--- src/rtl/lpm_pkg.sv ---
package lpm_pkg;

  typedef enum logic [2:0] {
    ST_ACT  = 3'd0,
    ST_SLP  = 3'd1,
    ST_WAKE = 3'd2,
    ST_CHK  = 3'd3,
    ST_SHIP = 3'd4
  } lpm_state_t;

  localparam logic [1:0] MODE_ACTIVE = 2'd0;
  localparam logic [1:0] MODE_SLEEP  = 2'd1;
  localparam logic [1:0] MODE_SHIP   = 2'd2;

endpackage

--- src/rtl/lpm_sec_tick.sv ---
module lpm_sec_tick #(
  parameter int TICK_DIV = 32768
) (
  input  logic clk,
  input  logic rst_n,
  output logic sec_tick
);
  localparam int PW = (TICK_DIV > 2) ? $clog2(TICK_DIV) : 1;
  localparam logic [PW-1:0] PLAST = PW'(TICK_DIV - 1);

  logic [PW-1:0] pcnt;

  always_ff @(posedge clk or negedge rst_n) begin
    if (!rst_n)              pcnt <= '0;
    else if (pcnt == PLAST)  pcnt <= '0;
    else                     pcnt <= pcnt + 1'b1;
  end

  assign sec_tick = (pcnt == PLAST);

  // the time base yields isolated single-cycle ticks
  a_r4_tick_single: assert property (@(posedge clk) disable iff (!rst_n)
    sec_tick |=> !sec_tick);

endmodule

--- src/rtl/lpm_low_timer.sv ---
module lpm_low_timer #(
  parameter int LOW_SECS = 16
) (
  input  logic clk,
  input  logic rst_n,
  input  logic sec_tick,
  input  logic bus_lvl,
  input  logic hold,
  input  logic clr,
  output logic low_done
);
  localparam int LW = $clog2(LOW_SECS + 1);
  localparam logic [LW-1:0] LFULL = LW'(LOW_SECS);

  logic [LW-1:0] lcnt;

  always_ff @(posedge clk or negedge rst_n) begin
    if (!rst_n)                                  lcnt <= '0;
    else if (clr)                                lcnt <= '0;
    else if (bus_lvl && !hold)                   lcnt <= '0;
    else if (!bus_lvl && sec_tick && lcnt != LFULL) lcnt <= lcnt + 1'b1;
  end

  assign low_done = (lcnt == LFULL);

  a_r2_high_restarts: assert property (@(posedge clk) disable iff (!rst_n)
    (bus_lvl && !hold) |=> (lcnt == '0));

  a_r9_hold_keeps_count: assert property (@(posedge clk) disable iff (!rst_n)
    (bus_lvl && hold && !clr) |=> $stable(lcnt));

  a_r2_count_bound: assert property (@(posedge clk) disable iff (!rst_n)
    lcnt <= LFULL);

endmodule

--- src/rtl/lpm_activity.sv ---
module lpm_activity #(
  parameter int WIN_SECS = 900,
  parameter int THR_W    = 8,
  parameter int ZERO_THR = 2
) (
  input  logic             clk,
  input  logic             rst_n,
  input  logic             sec_tick,
  input  logic             run,
  input  logic             restart,
  input  logic             evt,
  input  logic [THR_W-1:0] thr_code,
  output logic             win_done,
  output logic             win_quiet,
  output logic             quiet
);
  localparam int WW = $clog2(WIN_SECS + 1);
  localparam logic [WW-1:0] WLAST = WW'(WIN_SECS - 1);
  localparam int EW = THR_W + 1;
  localparam logic [EW-1:0] EMAX = '1;
  localparam logic [THR_W-1:0] ZTHR = THR_W'(ZERO_THR);

  logic [WW-1:0]    win_cnt;
  logic [EW-1:0]    evt_cnt;
  logic [THR_W-1:0] thr_eff;

  assign thr_eff   = (thr_code == '0) ? ZTHR : thr_code;
  assign win_done  = run && sec_tick && (win_cnt == WLAST);
  assign win_quiet = (evt_cnt < {1'b0, thr_eff});

  always_ff @(posedge clk or negedge rst_n) begin
    if (!rst_n) begin
      win_cnt <= '0;
      evt_cnt <= '0;
      quiet   <= 1'b0;
    end else if (restart) begin
      win_cnt <= '0;
      evt_cnt <= '0;
      quiet   <= 1'b0;
    end else if (run) begin
      if (win_done) begin
        win_cnt <= '0;
        evt_cnt <= {{(EW-1){1'b0}}, evt};
        quiet   <= win_quiet;
      end else begin
        if (sec_tick)               win_cnt <= win_cnt + 1'b1;
        if (evt && evt_cnt != EMAX) evt_cnt <= evt_cnt + 1'b1;
      end
    end
  end

  a_r3_window_bound: assert property (@(posedge clk) disable iff (!rst_n)
    win_cnt <= WLAST);

  a_r3_restart_clears_quiet: assert property (@(posedge clk) disable iff (!rst_n)
    restart |=> !quiet);

endmodule

--- src/rtl/lpm_sequencer.sv ---
module lpm_sequencer
  import lpm_pkg::*;
#(
  parameter int TICK_DIV    = 32768,
  parameter int LOW_SECS    = 16,
  parameter int CHECK_SECS  = 900,
  parameter int WAKE_SECS   = 14400,
  parameter int WAKE_PERIOD = 3,
  parameter int THR_W       = 8,
  parameter int ZERO_THR    = 2
) (
  input  logic             clk,
  input  logic             rst_n,
  input  logic             bus_lvl,
  input  logic             cnt_evt,
  input  logic [THR_W-1:0] thr_code,
  input  logic             ship_cmd,
  output logic [1:0]       mode,
  output logic             gauge_en,
  output logic             temp_req
);
  localparam int SW = $clog2(WAKE_SECS + 1);
  localparam logic [SW-1:0] SLAST = SW'(WAKE_SECS - 1);

  lpm_state_t state, state_nxt;
  logic sec_tick, low_done, win_done, win_quiet, quiet;
  logic armed, st_chg, enter_act, enter_ship, wake_due, chk_sel, to_wake;
  logic act_restart, act_run;
  logic [SW-1:0] slp_cnt;

  lpm_sec_tick #(.TICK_DIV(TICK_DIV)) u_tick (
    .clk(clk), .rst_n(rst_n), .sec_tick(sec_tick)
  );

  lpm_low_timer #(.LOW_SECS(LOW_SECS)) u_low (
    .clk(clk), .rst_n(rst_n), .sec_tick(sec_tick), .bus_lvl(bus_lvl),
    .hold(armed), .clr(st_chg), .low_done(low_done)
  );

  lpm_activity #(.WIN_SECS(CHECK_SECS), .THR_W(THR_W), .ZERO_THR(ZERO_THR)) u_act (
    .clk(clk), .rst_n(rst_n), .sec_tick(sec_tick), .run(act_run),
    .restart(act_restart), .evt(cnt_evt), .thr_code(thr_code),
    .win_done(win_done), .win_quiet(win_quiet), .quiet(quiet)
  );

  assign wake_due = sec_tick && (slp_cnt == SLAST);

  always_comb begin
    state_nxt = state;
    unique case (state)
      ST_ACT: begin
        if (low_done && armed)      state_nxt = ST_SHIP;
        else if (low_done && quiet) state_nxt = ST_SLP;
      end
      ST_SLP: begin
        if (bus_lvl)       state_nxt = ST_ACT;
        else if (wake_due) state_nxt = chk_sel ? ST_CHK : ST_WAKE;
      end
      ST_WAKE: begin
        if (bus_lvl)       state_nxt = ST_ACT;
        else if (low_done) state_nxt = ST_SLP;
      end
      ST_CHK: begin
        if (bus_lvl)       state_nxt = ST_ACT;
        else if (win_done) state_nxt = win_quiet ? ST_SLP : ST_ACT;
      end
      ST_SHIP: begin
        if (bus_lvl)       state_nxt = ST_ACT;
      end
      default:             state_nxt = ST_ACT;
    endcase
  end

  assign st_chg      = (state_nxt != state);
  assign enter_act   = st_chg && (state_nxt == ST_ACT);
  assign enter_ship  = st_chg && (state_nxt == ST_SHIP);
  assign to_wake     = (state == ST_SLP) && st_chg && (state_nxt != ST_ACT);
  assign act_restart = enter_act || (st_chg && state_nxt == ST_CHK);
  assign act_run     = (state == ST_ACT) || (state == ST_CHK);

  generate
    if (WAKE_PERIOD < 2) begin : g_every_check
      assign chk_sel = 1'b1;
    end else begin : g_wake_index
      localparam int IW = $clog2(WAKE_PERIOD);
      localparam logic [IW-1:0] ILAST = IW'(WAKE_PERIOD - 1);
      logic [IW-1:0] widx;
      always_ff @(posedge clk or negedge rst_n) begin
        if (!rst_n)         widx <= '0;
        else if (enter_act) widx <= '0;
        else if (to_wake)   widx <= (widx == ILAST) ? '0 : widx + 1'b1;
      end
      assign chk_sel = (widx == '0);
    end
  endgenerate

  always_ff @(posedge clk or negedge rst_n) begin
    if (!rst_n) begin
      state    <= ST_ACT;
      slp_cnt  <= '0;
      armed    <= 1'b0;
      temp_req <= 1'b0;
    end else begin
      state    <= state_nxt;
      temp_req <= to_wake;
      if (st_chg || state != ST_SLP) slp_cnt <= '0;
      else if (sec_tick)             slp_cnt <= slp_cnt + 1'b1;
      if (enter_ship)    armed <= 1'b0;
      else if (ship_cmd) armed <= 1'b1;
    end
  end

  always_comb begin
    unique case (state)
      ST_SLP:  mode = MODE_SLEEP;
      ST_SHIP: mode = MODE_SHIP;
      default: mode = MODE_ACTIVE;
    endcase
  end

  assign gauge_en = (state != ST_SLP) && (state != ST_SHIP);

  a_r7_bus_high_wakes: assert property (@(posedge clk) disable iff (!rst_n)
    ((state == ST_SLP || state == ST_WAKE || state == ST_CHK) && bus_lvl)
      |=> (state == ST_ACT));

  a_r10_ship_exit: assert property (@(posedge clk) disable iff (!rst_n)
    (state == ST_SHIP && bus_lvl) |=> (mode == MODE_ACTIVE));

  a_r10_ship_holds: assert property (@(posedge clk) disable iff (!rst_n)
    (state == ST_SHIP && !bus_lvl) |=> (state == ST_SHIP && !temp_req));

  a_r8_ship_needs_arm: assert property (@(posedge clk) disable iff (!rst_n)
    (state == ST_ACT && !armed) |=> (state != ST_SHIP));

  a_r11_arm_cleared_in_ship: assert property (@(posedge clk) disable iff (!rst_n)
    $rose(state == ST_SHIP) |-> !armed);

  a_r3_sleep_needs_quiet: assert property (@(posedge clk) disable iff (!rst_n)
    (state == ST_ACT && !(low_done && quiet)) |=> (state != ST_SLP));

  a_r4_temp_after_sleep: assert property (@(posedge clk) disable iff (!rst_n)
    temp_req |-> ((state == ST_WAKE || state == ST_CHK) && $past(state) == ST_SLP));

endmodule

--- config.mk ---
export PLATFORM = sky130hd
export DESIGN_NAME = lpm_sequencer
export DESIGN_NICKNAME = d
export VERILOG_FILES = /design/src/rtl/lpm_pkg.sv /design/src/rtl/lpm_sec_tick.sv /design/src/rtl/lpm_low_timer.sv /design/src/rtl/lpm_activity.sv /design/src/rtl/lpm_sequencer.sv
export SDC_FILE = /design/constraint.sdc
export NUM_CORES = 1
export LEC_CHECK = 0
export ABC_AREA = 1
export BUFFER_PORTS_ARGS = -buffer_cell sky130_fd_sc_hd__buf_2
export CORE_ASPECT_RATIO = 0.75
export CORE_MARGIN = 4
export CORE_UTILIZATION = 60
export CTS_BUF_LIST = sky130_fd_sc_hd__clkbuf_2 sky130_fd_sc_hd__clkbuf_4 sky130_fd_sc_hd__clkbuf_8
export DETAILED_ROUTE_END_ITERATION = 8
export PLACE_DENSITY = 0.78
export SYNTH_ARGS = -nofsm -noshare
export SYNTH_HDL_FRONTEND = slang
export SYNTH_HIERARCHICAL = 1
export SYNTH_SLANG_ARGS = --single-unit
--- constraint.sdc ---
create_clock -name clk -period 3.4 [get_ports clk]
set_input_delay 0.51 -clock clk [delete_from_list [all_inputs] [get_ports clk]]
set_output_delay 0.51 -clock clk [all_outputs]
set_load 0.005 [all_outputs]
# Word level (Yosys, flattened, before mapping)
# Cells that the tools add are included.
# classes
add_sub_neg	6
n_lt_le_gt_ge	1
muxes	36
n_eq_ne	16
reduce_logical	36
# op_table
cell	n
10-bit two-way mux	4
9-bit two-way mux	4
14-bit two-way mux	2
3-bit two-way mux	9
15-bit by 1-bit adder with 15-bit output, second input constant	1
15-bit == test, second input constant	1
1-bit logical AND	15
15-bit two-way mux	1
5-bit two-way mux	3
3-bit one-hot mux with 5 select lines	1
14-bit by 1-bit adder with 14-bit output, second input constant	1
14-bit == test, second input constant	1
3-bit nonzero test	4
10-bit by 1-bit adder with 10-bit output, second input constant	1
10-bit == test, second input constant	1
2-bit nonzero test	5
9-bit by 1-bit adder with 9-bit output, second input constant	1
3-bit by 2-bit == test with 1-bit output, second input constant	3
9-bit by 8-bit < comparator with 1-bit output	1
9-bit inequality test, second input constant	1
8-bit zero test	1
8-bit two-way mux	1
1-bit two-way mux	7
3-bit == test, second input constant	2
16 further kinds	24
# word_totals
inputBits	13
word_cells	105
reg_bits	61

# Depth between registers and ports, before layout
# Gate-level depths: netlist (run 1).
# logic_depth
word_depth	12
ltp_mapped	26
mapped_depth_nobuf	26

# Cells and area by module
# The synthesis (run 1) kept the hierarchy.
# modules_own_cells
mod	area_per_inst_um2	n_inst	cells_each	seq_area_each_um2
lpm_activity	1505.2	1	217	500.5
lpm_sequencer	1191.1	1	157	525.5
lpm_sec_tick	824.5	1	104	375.4
lpm_low_timer	360.3	1	53	125.1

# Worst setup path after synthesis (run 1)
# Ideal clock, no wire load.
# synth_path
path_type	reg2reg
startpoint	register u_tick.pcnt[0]
endpoint	register u_act.win_cnt[9]
period_less_slack_ns	3.162
setup_time_ns	0.119
path_buffers	0
t_arrival_ns	3.043
setup_slack_ns	0.238
path_stages_with_launch	26
cell_sequence	dfrtp_1 > ha_1 > nand2_1 > nor2_4 > nand4_2 > inv_1 > nand2_1 > nor2_1 > nand3_1 > inv_1 > nand2_1 > nand3_1 > nand2_1 > nand3_1 > nor2_2 > nor2_1 > nand3_1 > a21boi_1 > inv_1 > nand2_2 > inv_2 > nor2_2 > nand3_2 > inv_1 > a21oi_1 > nor2_1
# synth_via
elab_chain_len	11
word_cells_on_any_way	21
cone_classes	eq/ne (3); mux (8); reduce/logical (10)
# synth_rtl
element	line	text
from (decl)	lpm_sec_tick.sv:11	logic [PW-1:0] pcnt;
from (signal assigned)	lpm_sec_tick.sv:16	else pcnt <= pcnt + 1'b1;
15-bit == test (*)	lpm_sec_tick.sv:19	assign sec_tick = (pcnt == PLAST);
net sec_tick	lpm_sequencer.sv:26	logic sec_tick, low_done, win_done, win_quiet, quiet;
1-bit logical AND (*) (2 in a row)	lpm_activity.sv:28	assign win_done = run && sec_tick && (win_cnt == WLAST);
net win_done	lpm_sequencer.sv:26	
3-bit two-way mux (*)	lpm_sequencer.sv:65	else if (win_done) state_nxt = win_quiet ? ST_SLP : ST_ACT;
3-bit two-way mux (*)	lpm_sequencer.sv:64	if (bus_lvl) state_nxt = ST_ACT;
3-bit one-hot mux with 5 select lines (*)	lpm_sequencer.sv:50	unique case (state)
3-bit inequality test (*)	lpm_sequencer.sv:74	assign st_chg = (state_nxt != state);
net st_chg	lpm_sequencer.sv:27	logic armed, st_chg, enter_act, enter_ship, wake_due, chk_sel, to_wake;
1-bit logical AND, on equally long branches	lpm_sequencer.sv:75, lpm_sequencer.sv:78	
1-bit logical OR (*)	lpm_sequencer.sv:78	assign act_restart = enter_act || (st_chg && state_nxt == ST_CHK);
net act_restart	lpm_sequencer.sv:28	logic act_restart, act_run;
3-bit nonzero test (no line) / 2-bit nonzero test (equally long branches)	-	
2-bit AND reduction (no line)	-	
to (signal assigned)	lpm_activity.sv:46	if (sec_tick) win_cnt <= win_cnt + 1'b1;
to (decl)	lpm_activity.sv:23	logic [WW-1:0] win_cnt;
# Mark *: on every way through the listed nets, which the timed path passes. The rest lies on a longest branch. The select of a mux whose other input is x is not followed.
# A chain may end at the register's enable or synchronous reset.

# Final worst setup path (run 1)
# Ends and elaborated chain as after synthesis.

==> results of run 1 <==
[logic make-up after synthesis]
kind of cell               count (synthesis)  share of synthesized area
DFF                                       61                      0.393
xor gates and xnor gates                  17                     0.0384
adders and majority gates                 14                     0.0451
muxes                                      1                    0.00258
and+or+nand+nor                          324                      0.388
buffers and inverters                     86                     0.0890
AOI/OAI and AO/OA                         28                     0.0432
[cells in the mapped netlist, types with 5 or more instances]
cell / count
nor2_4: 7
nand4_1: 12
nor2_2: 7
dfrtp_1: 61
inv_2: 5
ha_1: 14
nor2_1: 81
inv_1: 74
o21ai_0: 5
nand2_1: 136
nor3_1: 14
nand3_1: 38
xor2_1: 14
nand2_2: 10
a21oi_1: 10
[report_power, final]
group          total (uW)  leakage, uW  internal [uW]  switching [uW]
logic                 163      0.00129           68.3            94.2
clock network         720     0.000112            431             289
registers             795     0.000825            751            44.3
[through the flow]
step / total power, uW / std cells / setup slack (ps) / instance area, um2 / hold slack, ps
finish: 1680 / 651 / 316 / 4360 / 93.1
global route: 1760 / 651 / 6.21 / 4360 / 102
CTS: 1690 / 648 / 183 / 4310 / 99.7
detailed placement: 972 / 632 / 115 / 4090 / 470
global placement: 962 / 632 / 133 / 4090 / 464
floorplan: 909 / 531 / 238 / 3880 / 214
[placed cells by master (no fill, tap or decap), types with 2 or more instances in the layout]
cell       count
dfrtp_1       61
o21ai_0        5
ha_1          13
nor2_4         8
nand2_2       10
a21oi_1       10
o211ai_1       2
nor2_1        80
or2_2          2
clkbuf_8      10
clkinv_4       2
nand3b_1       3
nor2_2         7
nand3_2        3
inv_2          6
nand2_4        2
clkinv_1       2
nor3_1        14
clkinv_2       2
nand3_1       38
nand4_2        2
o21ai_1        3
nor4_1         3
nand4_1       12
xor2_1        14
bufinv_16      2
buf_4         11
inv_1         73
buf_2         16
xnor2_1        3
o21a_1         2
nand2_1      136
a21oi_2        3
[flip-flops by register name, indices dropped and copies added (netlist names)]
register,count
armed,1
g_wake_index.widx,2
slp_cnt,14
state,3
temp_req,1
u_act/evt_cnt,9
u_act/quiet,1
u_act/win_cnt,10
u_low/lcnt,5
u_tick/pcnt,15
[final cells by class]
class | count | area [um2] | share of cell area
clock buffers | 10 | 138 | 0.0316
clock inverters | 6 | 86.3 | 0.0198
inverters | 82 | 313 | 0.0717
multi-input cells | 384 | 2030 | 0.466
flip-flops and latches | 61 | 1530 | 0.350
well taps | 81 | 101 | 0.0232
repair buffers | 27 | 163 | 0.0373
[routing by layer]
metal,vias up,wire [um],GRT usage
met2,65,3670,0.354
met4,0,43,0.0646
li1,1740,-,-
met3,4,331,0.0638
met1,1558,3920,0.305
met5,-,0,0
[repair_timing]
item	4_1_cts	5_1_grt
endpoints found under the hold margin	0	0
endpoints found under the setup margin	0	15
resized for setup	0	6
buffers inserted	0	3
[worst max path at each step]
stage / start / to / slack (ps) / depth (start not counted)
floorplan: u_tick/pcnt[0] / u_act/win_cnt[9] / 240 / 25
global placement: thr_code[0] / u_act/win_cnt[9] / 130 / 24
detailed placement: thr_code[0] / u_act/win_cnt[9] / 120 / 24
CTS: u_tick/pcnt[0] / u_act/win_cnt[9] / 180 / 25
global route: u_tick/pcnt[0] / u_act/win_cnt[9] / 6 / 25
finish: u_tick/pcnt[0] / u_act/win_cnt[9] / 320 / 25
==> impl_metrics.py, run 1 <==
metrics = {
    "pwr": {
        "vdd_drop_max_v": 0.000360,
        "powerDensity_nw_per_um2": 385,
        "power.leakage_uw": 0.00223,
    },
    "cells_and_area": {
        "diodes": 0,
        "utilization": 0.694,
        "nFillCells": 496,
        "area_growth_pct": 12.3,
        "layout-drive-gt1-share": 0.160,
        "fin_nets": 592,
    },
    "yosys": {
        "syn-cell-area_um2": 3880,
        "synth_largest_area_cell": "dfrtp_1",
        "syn_avg_cell_area_um2": 7.31,
        "synth_edf_count": 0,
        "ys_async_sr_fraction": 1.00,
        "syn_inst": 531,
        "synth_top_area_share": 0.393,
        "yosys_register_bits": 61,
        "syn-num-nets": 558,
        "ys_top_cells_by_area": "dfrtp_1 39%, nand2_1 13%, nor2_1 7.8%, inv_1 7.2%, nand3_1 4.9%",
        "synth.distinct_cells": 38,
        "yosysSeqAreaShare": 0.393,
        "synth_flop_cell": "dfrtp_1",
        "synth_warnings": 6,
    },
    "detailed_routing": {
        "drtAntennaViolNets": 0,
        "drt_iter0_markers": 178,
        "drt_pass1_iterations": 5,
        "drc": 0,
        "dr_total_vias": 3367,
        "wire_per_inst_um": 12.2,
        "viasPerCell": 5.17,
        "drt_wl_total_um": 7970,
    },
    "sta": {
        "final.period_utilization": 0.907,
        "hold_viol": 0,
        "rsz0062_at_grt": "no",
        "setup_tns_ps": 0,
        "clock.fmax_ghz": 0.324,
        "clock_skew_ps": 9.93,
        "period_needed_ps": 3080,
        "drv_slew": 0,
        "tightestPinTransition_ps": 464,
        "max-slew-margin-rel": 0.690,
        "setup_viol": 0,
    },
    "placed_design": {
        "hpwl_um": 6030,
        "portBuffers": 16,
        "gp_congestion": 0.878,
    },
    "clock_tree": {
        "clkSinkCount": 61,
        "cts_root_buf": "clkbuf_8",
        "cts_buffer_depth": 2,
        "htreeDepth": 3,
        "clk_pin_slew_ps": 70,
        "cts_inserted_buffers": 9,
        "cts-hold-fix-buffers": 0,
        "clk_latency_ps": 340,
        "cts_tree": "done",
    },
    "critical_path": {
        "worstPathMaxFanout": 5,
        "path_class": "reg2reg",
        "cp-end-kind": "flip-flop",
        "r2r_end": "u_act/win_cnt[9]",
        "start_kind": "flip-flop",
        "r2r_start": "u_tick/pcnt[0]",
        "cp_top_family": "simple AND/OR/NAND/NOR gates",
        "ff2ff_setup_slack_ps": 320,
        "worst-path-buf-inv": 5,
        "cp_data_arrival_time_ps": 3310,
        "cp_data_required_time_ps": 3620,
        "rr_worst_depth": 25,
        "cpMaxStageDelayCell": "dfrtp_1",
        "critPathMaxStageDelay_ps": 410,
    },
    "floorplanning": {
        "dieArea_um2": 7830,
        "die_y_um": 77.7,
        "core_um2": 6290,
        "rows": 25,
        "initial_utilization": 0.617,
        "die_w_um": 101,
        "io_pins": 17,
    },
    "run_status": {
        "status": "finished clean",
    },
    "global_routing": {
        "grt_pass1_vias": 3240,
        "grt_overflow": 0,
        "grt_max_degree": 28,
        "grt_usage": 0.226,
        "grt_antenna_before_repair": 0,
        "grt_pass1_wl_um": 14400,
    },
    "job": {
        "max_cap_viol_count": 0,
    },
    "min_path": {
        "hold_path.class": "in2async",
    },
}
Note: power is estimated with default switching activity, not from simulation.
==> run 2, diff against run 1 <==
--- a/config.mk
+++ b/config.mk
@@ -13,4 +13,5 @@
 export CTS_BUF_LIST = sky130_fd_sc_hd__clkbuf_2 sky130_fd_sc_hd__clkbuf_4 sky130_fd_sc_hd__clkbuf_8
 export DETAILED_ROUTE_END_ITERATION = 8
+export HOLD_SLACK_MARGIN = 0.02
 export PLACE_DENSITY = 0.78
 export SYNTH_ARGS = -nofsm -noshare
==> constraint.sdc (replaced) <==
create_clock -name clk -period 3.4 [get_ports clk]
set_input_delay 0 -clock clk [delete_from_list [all_inputs] [get_ports clk]]
set_output_delay 0 -clock clk [all_outputs]
set_load 0.005 [all_outputs]
==> impl_metrics.py, run 2 (synthesis results as in run 1) <==
metrics = {
    "clock_tree": {
        "htreeDepth": 3,
        "clk_latency_ps": 350,
        "cts_tree": "done",
        "clkSinkCount": 61,
        "cts_root_buf": "clkbuf_8",
        "cts_buffer_depth": 2,
        "clk_pin_slew_ps": 70,
        "cts_inserted_buffers": 9,
    },
    "detailed_routing": {
        "wire_per_inst_um": 12.1,
        "drt_wl_total_um": 7920,
        "drt_iter0_markers": 242,
        "viasPerCell": 5.15,
        "drtAntennaViolNets": 0,
        "drt_pass1_iterations": 5,
        "dr_total_vias": 3370,
        "drc": 0,
    },
    "sta": {
        "period_needed_ps": 3160,
        "max-slew-margin-rel": 0.422,
        "clock.fmax_ghz": 0.316,
        "final.period_utilization": 0.930,
        "hold_viol": 0,
        "setup_tns_ps": 0,
        "clock_skew_ps": 10.8,
        "drv_slew": 0,
        "tightestPinTransition_ps": 867,
        "setup_viol": 0,
    },
    "floorplanning": {
        "io_pins": 17,
        "dieArea_um2": 7830,
        "die_y_um": 77.7,
        "die_w_um": 101,
        "core_um2": 6290,
        "initial_utilization": 0.617,
        "rows": 25,
    },
    "min_path": {
        "hold_path.class": "in2reg",
    },
    "global_routing": {
        "grt_overflow": 0,
        "grt_pass1_wl_um": 14000,
        "grt_usage": 0.222,
        "gr-usage-met1": 0.294,
        "met3_usage": 0.0611,
        "grt_pass1_vias": 3210,
        "grt_antenna_before_repair": 0,
        "met2_usage": 0.350,
        "grt_max_degree": 39,
        "busiest_layer": "met2",
    },
    "critical_path": {
        "cp_data_required_time_ps": 3630,
        "worstPathMaxFanout": 6,
        "cp_cell_sequence": "ha_4 -> nand2_1 -> nor2_4 -> nand4_2 -> inv_1 -> nand2_1 -> nor2_2 -> nand3_1 -> inv_1 -> nand2_1 -> o211ai_1 -> nand2_1 -> nand2_2 -> nand2_2 -> nand2_1 -> nand3_1 -> a21boi_1 -> inv_2 -> buf_4 -> nand3_2 -> nand2_4 -> clkinv_4 -> nand2_1 -> nand2_1",
        "critPathMaxStageDelay_ps": 410,
        "cpMaxStageDelayCell": "dfrtp_1",
        "cp_data_arrival_time_ps": 3390,
        "cp_common_cell": "nand2_1",
        "start_kind": "flip-flop",
        "cp-end-kind": "flip-flop",
        "path_class": "reg2reg",
    },
    "pwr": {
        "swShare": 0.260,
        "p_comb_frac": 0.103,
        "p_int_uw": 1190,
        "seqPwrFrac": 0.493,
        "p_clk_frac": 0.403,
        "power.leakage_uw": 0.00224,
        "powerDensity_nw_per_um2": 368,
        "vdd_drop_max_v": 0.000331,
        "p_switching_uw": 418,
    },
    "cells_and_area": {
        "mostFrequentLayoutCell": "nand2_1",
        "area_growth_pct": 12.9,
        "layout-drive-gt1-share": 0.166,
        "nFillCells": 496,
        "largest_register_ffs": 15,
        "seqCellArea_um2": 1530,
        "final_cell_mix": "134 x nand2_1, 79 x nor2_1, 73 x inv_1",
        "reg_top3": "u_tick/pcnt x15, slp_cnt x14, u_act/win_cnt x10",
        "diodes": 0,
        "fin_nets": 596,
        "multi_input_area_um2": 2050,
        "regMostFlops": "u_tick/pcnt",
        "instances_no_fill": 655,
    },
    "placed_design": {
        "gp_congestion": 0.936,
        "portBuffers": 16,
        "placed_cells": 629,
        "hpwl_um": 5950,
    },
    "run_status": {
        "status": "finished clean",
    },
    "job": {
        "max_cap_viol_count": 0,
    },
}
==> run 2: layer usage <==
metal	vias up	share of wire
met2	77	0.47
met1	1538	0.48
li1	1744	-
met4	0	0.012
met5	-	0
met3	11	0.041
==> run 2: timing repair <==
item	in CTS	in global routing
endpoints found under the setup margin	0	19
hold buffers	2	0
buffers inserted	0	7
hold endpoints to repair	38	0
resized for setup	0	10
==> run 2: per-stage QoR <==
stage               instance area, um2  total power, uW  setup slack [ps]  hold WS (ps)  utilization
global route                      4380             1700             -38.1           113        0.697
finish                            4380             1610               238          75.7        0.697
CTS                               4290             1630              69.4          65.2        0.682
floorplan                         3880              909               238          -296            -
detailed placement                4070              973               148           164        0.647
global placement                  4070              959               287           162        0.647
==> run 2: path summary, 6_finish.rpt <==
check,depth (start not counted),from,slack (ps),end
setup / recovery,24,u_tick/pcnt[0],240,u_act/evt_cnt[4]
hold / removal,5,cnt_evt,80,u_act/evt_cnt[0]
setup reg to reg,24,u_tick/pcnt[0],240,u_act/evt_cnt[4]
hold reg to reg,2,g_wake_index.widx[1],480,g_wake_index.widx[1]
max in group asynchronous,3,rst_n,2260,u_tick/pcnt[14]
min in group asynchronous,2,rst_n,290,u_tick/pcnt[3]
==> run 2: final cells by class <==
type | count | area share
clock buffer | 12 | 0.0348
clock inverter | 4 | 0.0109
inverter | 82 | 0.0720
multi-input combinational | 385 | 0.467
sequential | 61 | 0.348
tap | 81 | 0.0231
timing repair buffer | 30 | 0.0434
==> run 2: power groups by stage <==
stage / registers (uW) / logic, uW / clock network, uW
after floorplan: 796 / 113 / 0
after global placement: 807 / 152 / 0
after detailed placement: 807 / 165 / 0
after CTS: 794 / 168 / 668
after global routing: 801 / 193 / 705
final: 795 / 167 / 650
==> run 2: worst max-delay path: cells and delay by family (launching register included) <==
kind | cells | cell delay, ps
AO/OA/AOI/OAI | 2 | 350
flip-flops | 1 | 410
buffers and inverters | 5 | 520
adder cells (fa/ha/maj) | 1 | 170
AND/OR/NAND/NOR | 16 | 1590
